==> config.mk <==
export PLATFORM = sky130hd
export DESIGN_NAME = keyed_xor_encryptor
export DESIGN_NICKNAME = d
export VERILOG_FILES = /design/src/rtl/kxe_pkg.sv /design/src/rtl/kxe_key_chain.sv /design/src/rtl/kxe_lane_mux.sv /design/src/rtl/kxe_xor_tree.sv /design/src/rtl/keyed_xor_encryptor.sv
export SDC_FILE = /design/constraint.sdc
export NUM_CORES = 1
export LEC_CHECK = 0
export ABC_AREA = 0
export BUFFER_PORTS_ARGS = -buffer_cell sky130_fd_sc_hd__buf_4
export CAP_MARGIN = 30
export CORE_MARGIN = 2
export CORE_UTILIZATION = 45
export CTS_CLUSTER_SIZE = 28
export DETAILED_ROUTE_END_ITERATION = 12
export GPL_TIMING_DRIVEN = 0
export PLACE_DENSITY_LB_ADDON = 0.15
export SLEW_MARGIN = 10
export SYNTH_ARGS = -nofsm -noshare
export SYNTH_HDL_FRONTEND = slang
export SYNTH_SLANG_ARGS = --single-unit
==> constraint.sdc <==
create_clock -name clk -period 8.3 [get_ports clk]
set_input_delay 0 -clock clk [delete_from_list [all_inputs] [get_ports clk]]
set_output_delay 0 -clock clk [all_outputs]
set_load 0.05 [all_outputs]
==> src/rtl/kxe_pkg.sv <==
package kxe_pkg;
   typedef enum logic {
      KXE_ENCRYPT = 1'b0,
      KXE_DECRYPT = 1'b1
   } kxe_mode_e;

   localparam int unsigned KXE_RND_W_DEF = 32;
   localparam int unsigned KXE_LANES_DEF = 64;
endpackage

==> src/rtl/kxe_key_chain.sv <==
// Serial-in key chain: LANES select codes of SEL_W bits, plus a ready flag.
module kxe_key_chain #(
   parameter int unsigned LANES = 64,
   parameter int unsigned SEL_W = 5
) (
   input  logic                     clk,
   input  logic                     rst,
   input  logic                     shift_en,
   input  logic                     bit_in,
   output logic [LANES*SEL_W-1:0]   sel_flat,
   output logic                     ready
);
   localparam int unsigned KEY_BITS = LANES * SEL_W;
   localparam int unsigned CW       = $clog2(KEY_BITS + 1);

   if (KEY_BITS < 2) begin : g_bad_size
      $error("kxe_key_chain: key must hold at least two bits");
   end

   logic [KEY_BITS-1:0] chain_q;
   logic [CW-1:0]       cnt_q;

   always_ff @(posedge clk) begin
      if (rst) begin
         chain_q <= '0;
         cnt_q   <= '0;
      end else if (shift_en) begin
         chain_q <= {chain_q[KEY_BITS-2:0], bit_in};
         if (cnt_q != CW'(KEY_BITS))
            cnt_q <= cnt_q + 1'b1;
      end
   end

   assign ready    = (cnt_q == CW'(KEY_BITS));
   assign sel_flat = chain_q;
endmodule

==> src/rtl/kxe_lane_mux.sv <==
// One RND_W-to-1 selector per lane.
module kxe_lane_mux #(
   parameter int unsigned RND_W = 32,
   parameter int unsigned LANES = 64,
   parameter int unsigned SEL_W = 5
) (
   input  logic [RND_W-1:0]         rnd,
   input  logic [LANES*SEL_W-1:0]   sel_flat,
   output logic [LANES-1:0]         picked
);
   if (RND_W != (1 << SEL_W)) begin : g_bad_width
      $error("kxe_lane_mux: RND_W must equal 2**SEL_W");
   end

   for (genvar i = 0; i < LANES; i++) begin : g_lane
      logic [SEL_W-1:0] sel;
      assign sel       = sel_flat[i*SEL_W +: SEL_W];
      assign picked[i] = rnd[sel];
   end
endmodule

==> src/rtl/kxe_xor_tree.sv <==
// N-input XOR reduction: balanced heap-ordered tree or flat operator.
module kxe_xor_tree #(
   parameter int unsigned N        = 64,
   parameter bit          BALANCED = 1'b1
) (
   input  logic [N-1:0] din,
   output logic         dout
);
   localparam int unsigned LEVELS = (N > 1) ? $clog2(N) : 0;
   localparam int unsigned P      = 1 << LEVELS;

   if (BALANCED) begin : g_tree
      logic node [2*P-1];
      for (genvar i = 0; i < P; i++) begin : g_leaf
         if (i < N) begin : g_used
            assign node[P-1+i] = din[i];
         end else begin : g_pad
            assign node[P-1+i] = 1'b0;
         end
      end
      for (genvar j = 0; j < P - 1; j++) begin : g_node
         assign node[j] = node[2*j+1] ^ node[2*j+2];
      end
      assign dout = node[0];
   end else begin : g_flat
      assign dout = ^din;
   end
endmodule

==> src/rtl/keyed_xor_encryptor.sv <==
module keyed_xor_encryptor
   import kxe_pkg::*;
#(
   parameter int unsigned RND_W       = KXE_RND_W_DEF,
   parameter int unsigned LANES       = KXE_LANES_DEF,
   parameter bit          TREE_BALANCE = 1'b1
) (
   input  logic             clk,
   input  logic             rst,
   input  logic             key_load_en,
   input  logic             key_bit,
   output logic             key_ready,
   input  logic             in_valid,
   input  logic             decrypt,
   input  logic [RND_W-1:0] rnd_word,
   input  logic             data_bit,
   output logic             out_valid,
   output logic             out_bit
);
   localparam int unsigned SEL_W = $clog2(RND_W);

   if (LANES < 1) begin : g_bad_lanes
      $error("keyed_xor_encryptor: LANES must be at least 1");
   end

   logic [LANES*SEL_W-1:0] sel_flat;
   logic [LANES-1:0]       picked;
   logic                   reduced;
   logic                   result;
   kxe_mode_e              mode;

   kxe_key_chain #(.LANES(LANES), .SEL_W(SEL_W)) i_key (
      .clk     (clk),
      .rst     (rst),
      .shift_en(key_load_en),
      .bit_in  (key_bit),
      .sel_flat(sel_flat),
      .ready   (key_ready)
   );

   kxe_lane_mux #(.RND_W(RND_W), .LANES(LANES), .SEL_W(SEL_W)) i_mux (
      .rnd     (rnd_word),
      .sel_flat(sel_flat),
      .picked  (picked)
   );

   kxe_xor_tree #(.N(LANES), .BALANCED(TREE_BALANCE)) i_tree (
      .din (picked),
      .dout(reduced)
   );

   assign mode = kxe_mode_e'(decrypt);

   // Decrypt: f(p) = p ^ reduced; the answer is the p whose f(p) matches.
   always_comb begin
      if (mode == KXE_DECRYPT)
         result = ((1'b1 ^ reduced) == data_bit);
      else
         result = data_bit ^ reduced;
   end

   always_ff @(posedge clk) begin
      if (rst) begin
         out_valid <= 1'b0;
         out_bit   <= 1'b0;
      end else begin
         out_valid <= in_valid && key_ready;
         if (in_valid && key_ready)
            out_bit <= result;
      end
   end
endmodule

Word level (Yosys, flattened, before mapping)

Index checks and enable logic that the tools add are counted.
W data, S select, Z words.

Flip-flop bits (word level): 331
Input port bits: 39
Output and inout port bits: 3
Word-level logic and storage cells: 268

$add $sub $neg: 1
Order comparisons: 64
Equal/unequal tests: 3
Mux-type cells: 129
Bitwise operators: 65
Reductions and logical operators: 2

Operators by type and width:

| cell                  | count |
|---|---|
| $lt A5 B6 Y1 const B  | 64 |
| $bmux W1 S5           | 64 |
| $mux W1               | 65 |
| $xor A1 B1 Y1         | 64 |
| $add A9 B1 Y9 const B | 1 |
| $eq A9 B9 Y1 const B  | 1 |
| $ne A9 B9 Y1 const B  | 1 |
| $reduce_and A2 Y1     | 1 |
| $eq A1 B1 Y1          | 1 |
| $logic_and A1 B1 Y1   | 1 |
| $not A1 Y1            | 1 |

Logic depth before layout (Yosys ltp)

Word-level depth: 11
Gate-level depth with buffers: 15
Depth with buffers taken out: 11

By module

From an unflattened synthesis, not the netlist that was laid out.

Cell total of the unflattened synthesis: 3,994
Area total of the unflattened synthesis: 33,118.0 µm²

Modules (own cells, without submodules):

| module              | instances | cells an instance | area each (µm²) | seq. area each (µm²) |
|---|---|---|---|---|
| kxe_lane_mux        | 1         | 2,837             | 20,828.7        | 0.0 |
| kxe_key_chain       | 1         | 1,087             | 11,667.4        | 6,586.3 |
| kxe_xor_tree        | 1         | 63                | 551.8           | 0.0 |
| keyed_xor_encryptor | 1         | 7                 | 70.1            | 40.0 |

Worst setup path before layout

No wires, ideal clock.

Kind: register to register
Start: register i_key.chain_q[315], in the netlist i_key.sel_flat[315]
End: register out_bit
Setup time: 128 ps
Arrival: 3,281 ps
Required time: 8,172 ps
Path slack: 4,892 ps
Cell stages (with the launch flop): 13
Path buffers: 1
Period minus slack after synthesis: 3,408 ps
Cell sequence: dfxtp_1 buf_6 mux4_2 mux2_2 and3_4 nor4_4 xnor2_1 xnor3_1 xnor3_1 xnor3_2 xnor3_1 mux2i_1 nor2_1

Word-level cells in the longest chain between the ends: 11
Elaborated cells on any way between the ends: 12
Classes of those cells: eq/ne (1); mux (3); bitwise (8)

Ends and longest elaborated chain:

| item                              | line                      | source |
|---|---|---|
| from (decl)                       | kxe_key_chain.sv:20       | `logic [KEY_BITS-1:0] chain_q;` |
| from (signal assigned)            | kxe_key_chain.sv:28       | `chain_q <= {chain_q[KEY_BITS-2:0], bit_in};` |
| $bmux W1 S5 (*)                   | kxe_lane_mux.sv:18        | `assign picked[i] = rnd[sel];` |
| $mux W1 (implied by the code) (*) | kxe_lane_mux.sv:18        |  |
| $xor A1 B1 Y1 (*) (6 in a row)    | kxe_xor_tree.sv:22        | `assign node[j] = node[2*j+1] ^ node[2*j+2];` |
| $not A1 Y1 (no line)              | --                        |  |
| $eq A1 B1 Y1                      | keyed_xor_encryptor.sv:57 | `result = ((1'b1 ^ reduced) == data_bit);` |
| $mux W1 (*)                       | keyed_xor_encryptor.sv:56 | `if (mode == KXE_DECRYPT)` |
| to (signal assigned)              | keyed_xor_encryptor.sv:69 | `out_bit <= result;` |
| to (decl)                         | keyed_xor_encryptor.sv:18 | `output logic out_bit` |

Mark *: on every way between the ends. The rest lies on a longest branch, timed or not. The select of a mux whose other input is x is not followed.
A chain may end at the register's enable or synchronous reset.

Final worst setup path

Start: register i_key.chain_q[276], in the netlist i_key.sel_flat[276]
End: register out_bit

Same word-level chain as after synthesis.

==> summary.txt <==
Detailed routing
  – Final wirelength: 134,000 microns
  – Initial DRC Count: 4,727
  – DRC viols: 0
  – Routed vias/inst: 7.36
  – Routed len/inst: 36.7 microns
  – DR vias: 26.8k
  – DR pass1 iterations: 7
  – Final ANT Viol Nets: 0

Worst hold path
  – Hold/Removal Path Class: input pin to flop
  – Hold Crit Depth: 4

Clock tree
  – Post-cts sizing count: 0
  – Max Root-Sink Buffers: 3
  – Clk slew on worst S/H paths: 0.06 ns
  – Root buf cell: clkbuf_16
  – Later-pin clock latency in the skew report: 0.60 ns
  – H-tree Lvls: 2
  – CTS sink cnt: 331
  – CTS tree: done
  – CTS Buf Count: 44

Timing
  – RSZ-0062 raised after global routing: false
  – Period utilisation layout: 57.0%
  – Max-slew violation count: 0
  – Worst-Margin Slew: 1.24 ns
  – Final setup fails: 0
  – Setup TNS: 0 ns
  – Fmax: 211 MHz
  – Max-slew headroom: 17.6%
  – Final Critical Period: 4.73 ns
  – Final hold viol count: 1
  – Worst Skew: 0.0153 ns
  – Final hold slack: -0.0133 ns

Synth
  – EDFF count, synth: 0
  – Syn avg cell area: 11.3 sq um
  – Synth warn: 0
  – Register area share after synthesis: 22.2%
  – Distinct cells, synth: 50
  – Ys async rst share: 0%
  – Synth Net Count: 2,688
  – Post-synthesis instance area: 29,900 sq um
  – Number of standard cells after synthesis: 2,647
  – Synth Register Bits: 331
  – Dominant synthesized flop cell: dfxtp_1

Floorplanning
  – Die Y: 262 microns
  – I/O pin total: 42
  – Die area: 68,400 sq um
  – Horiz. Die Dim: 262 microns
  – Core box area: 65,700 sq um
  – Initial core utilization: 45.4%
  – Num rows: 94

Layout
  – FILL cells: 5,943
  – Multi-input combinational cell area: 21,300 sq um
  – Nets: 2,784
  – Final core utilization: 50.1%
  – Layout cell share with drive strength beyond 1: 25.1%
  – Seq. cell area: 6630 sq um
  – Fin cells: 3,637
  – Area growth, synth to finish: 10.3%

Worst setup path
  – Worst setup EP type: flop
  – Critical Path Fanout Max: 10
  – Worst path slowest cell: nor4_1
  – Worst path cell trace: clkbuf_1 > clkbuf_1 > mux2i_1 > a22oi_1 > and3_1 > nor4_1 > xnor2_1 > xnor2_1 > xnor3_1 > xnor3_2 > xnor3_1 > mux2i_1 > nor2_1
  – Startpoint type of the worst setup path: flop
  – R2R depth: 13
  – Critical Path RT: 8.75 ns
  – Critical Path AT: 5.19 ns
  – Max incr delay on CP: 0.68 ns
  – Worst Path Class, Setup: flop to flop

Place
  – Final GP Congestion: 1.00
  – DP Wirelength: 89,900 microns
  – Port bufs: 28
  – Placed cell count: 3,547

Power and ir drop
  – Max VDD drop: 0.158 mV
  – Pwr dens: 138 nW/um^2
  – Leak Pwr: 10.7 nW

Global routing
  – GRT overflow: 0
  – Initial antenna violation count: 11
  – Gr usage total: 38.6%
  – Vias in the first global route: 25.4k
  – First-pass GRT wire length: 187,000 microns
  – Largest net degree at the start of global routing: 12

Run status
  – Failing checks: hold timing
  – Status: finished, violations left

Run
  – Max-cap check violation count: 0
==> state kept, by name (all words and copies together) (netlist names) <==
name / flops
out_bit: 1
out_valid: 1
i_key.cnt_q: 9
i_key.sel_flat: 320
==> cells by family (layout without fill, tap and decap cells) <==
kind of cell               Yosys count  after routing  synth area share (%)
DFF                                331            331                  22.2
xor gates and xnor gates            59             59                  2.24
other                                0              3                     0
muxes                             1065           1065                  57.3
adders and majority gates            2              2                0.0838
and+or+nand+nor                    559            559                  8.45
AOI/OAI and AO/OA                  141            141                  3.31
buffers and inverters              490            613                  6.39
==> cell usage in the layout (no fill, tap or decap), types with 39 or more instances in the layout <==
| master | n |
|---|---|
| buf_1 | 92 |
| buf_2 | 45 |
| clkbuf_1 | 337 |
| clkbuf_16 | 45 |
| dfxtp_1 | 331 |
| mux2i_1 | 533 |
| mux4_2 | 509 |
| nand2_1 | 52 |
| nand3_1 | 44 |
| nor2_1 | 354 |
| nor2b_1 | 39 |
==> Yosys cell counts, types with 4 or more instances <==
| cell | number | area, sq um |
|---|---|---|
| a311oi_1 | 27 | 236 |
| inv_1 | 21 | 78.8 |
| xnor2_1 | 28 | 245 |
| a22oi_1 | 25 | 188 |
| nand4b_1 | 5 | 43.8 |
| nor3b_1 | 9 | 67.6 |
| mux2i_1 | 533 | 5340 |
| and3_1 | 7 | 43.8 |
| nand2_1 | 52 | 195 |
| nor2b_1 | 39 | 244 |
| mux4_2 | 509 | 11500 |
| mux4_1 | 4 | 105 |
| a2111oi_0 | 4 | 35.0 |
| o211ai_1 | 11 | 82.6 |
| mux2_2 | 18 | 203 |
| nand3_1 | 44 | 220 |
| nor2_1 | 354 | 1330 |
| dfxtp_1 | 331 | 6630 |
| a31oi_1 | 13 | 81.3 |
| o21ai_0 | 27 | 135 |
| clkbuf_1 | 330 | 1240 |
| xnor3_1 | 10 | 225 |
| a21oi_1 | 15 | 75.1 |
| a211oi_1 | 5 | 37.5 |
| a22o_1 | 4 | 35.0 |
| buf_2 | 44 | 220 |
| buf_1 | 93 | 349 |
| nand3b_1 | 20 | 150 |
| xor2_1 | 20 | 175 |
| nand4_1 | 12 | 75.1 |
==> per-layer routing <==
layer  routed length [microns]  track usage (%)  up-vias
li1                          -                -    10300
met1                     46500             48.4    13300
met2                     55800             56.8     2530
met3                     21200             15.8      702
met4                      9900             20.8       12
met5                       122            0.694        -
==> metrics by stage <==
step	cell area [sq um]	power [W]	hold WS (ns)	setup slack [ns]
6_report	32900	0.00455	-0.0133	3.57
3_5_place_dp	31300	0.00251	0.253	3.42
5_1_grt	32900	0.00461	0.0285	3.52
4_1_cts	32800	0.00449	0.00467	3.80
2_1_floorplan	29900	0.00216	0.148	4.89
3_3_place_gp	31200	0.00250	0.241	3.27
==> critical path: cells and delay by family, from the launching register on <==
kind	cells	cell delay [ns]
xor+xnor	5	1.92
simple gates	3	0.94
buf+inv	2	0.86
mux	2	0.47
flops	1	0.30
compound gates	1	0.10
==> layout make-up <==
cell class	instances	area share, %
multi-input combinational	1826	64.7
clock inverter	13	0.661
antenna	3	0.0228
tap	864	3.28
sequential	331	20.1
inverter	21	0.239
timing repair buffer	50	1.58
buffer	469	5.56
clock buffer	60	3.80
==> report_power, final <==
part	leakage, nW	internal [W]	total (W)	switching [W]
clock network	0.723	0.00123	0.00199	0.000764
logic	7.32	0.000366	0.000960	0.000594
registers	2.67	0.00159	0.00159	0.00000125
total	10.7	0.00319	0.00455	0.00136
==> timing repair <==
| action | 4_1_cts | 5_1_grt |
|---|---|---|
| buffers inserted | 0 | 0 |
| hold buffers | 2 | 0 |
| endpoints found under the hold margin | 2 | 0 |
| setup endpoints to repair | 0 | 0 |
==> final timing paths <==
path,start,end,slack [ns]
setup / recovery,i_key.sel_flat[276],out_bit,3.57
hold / removal,key_load_en,i_key.cnt_q[3],-0.01
setup reg to reg,i_key.sel_flat[276],out_bit,3.57
hold reg to reg,i_key.cnt_q[1],i_key.cnt_q[1],0.51
(Power assumes the default switching activity.)
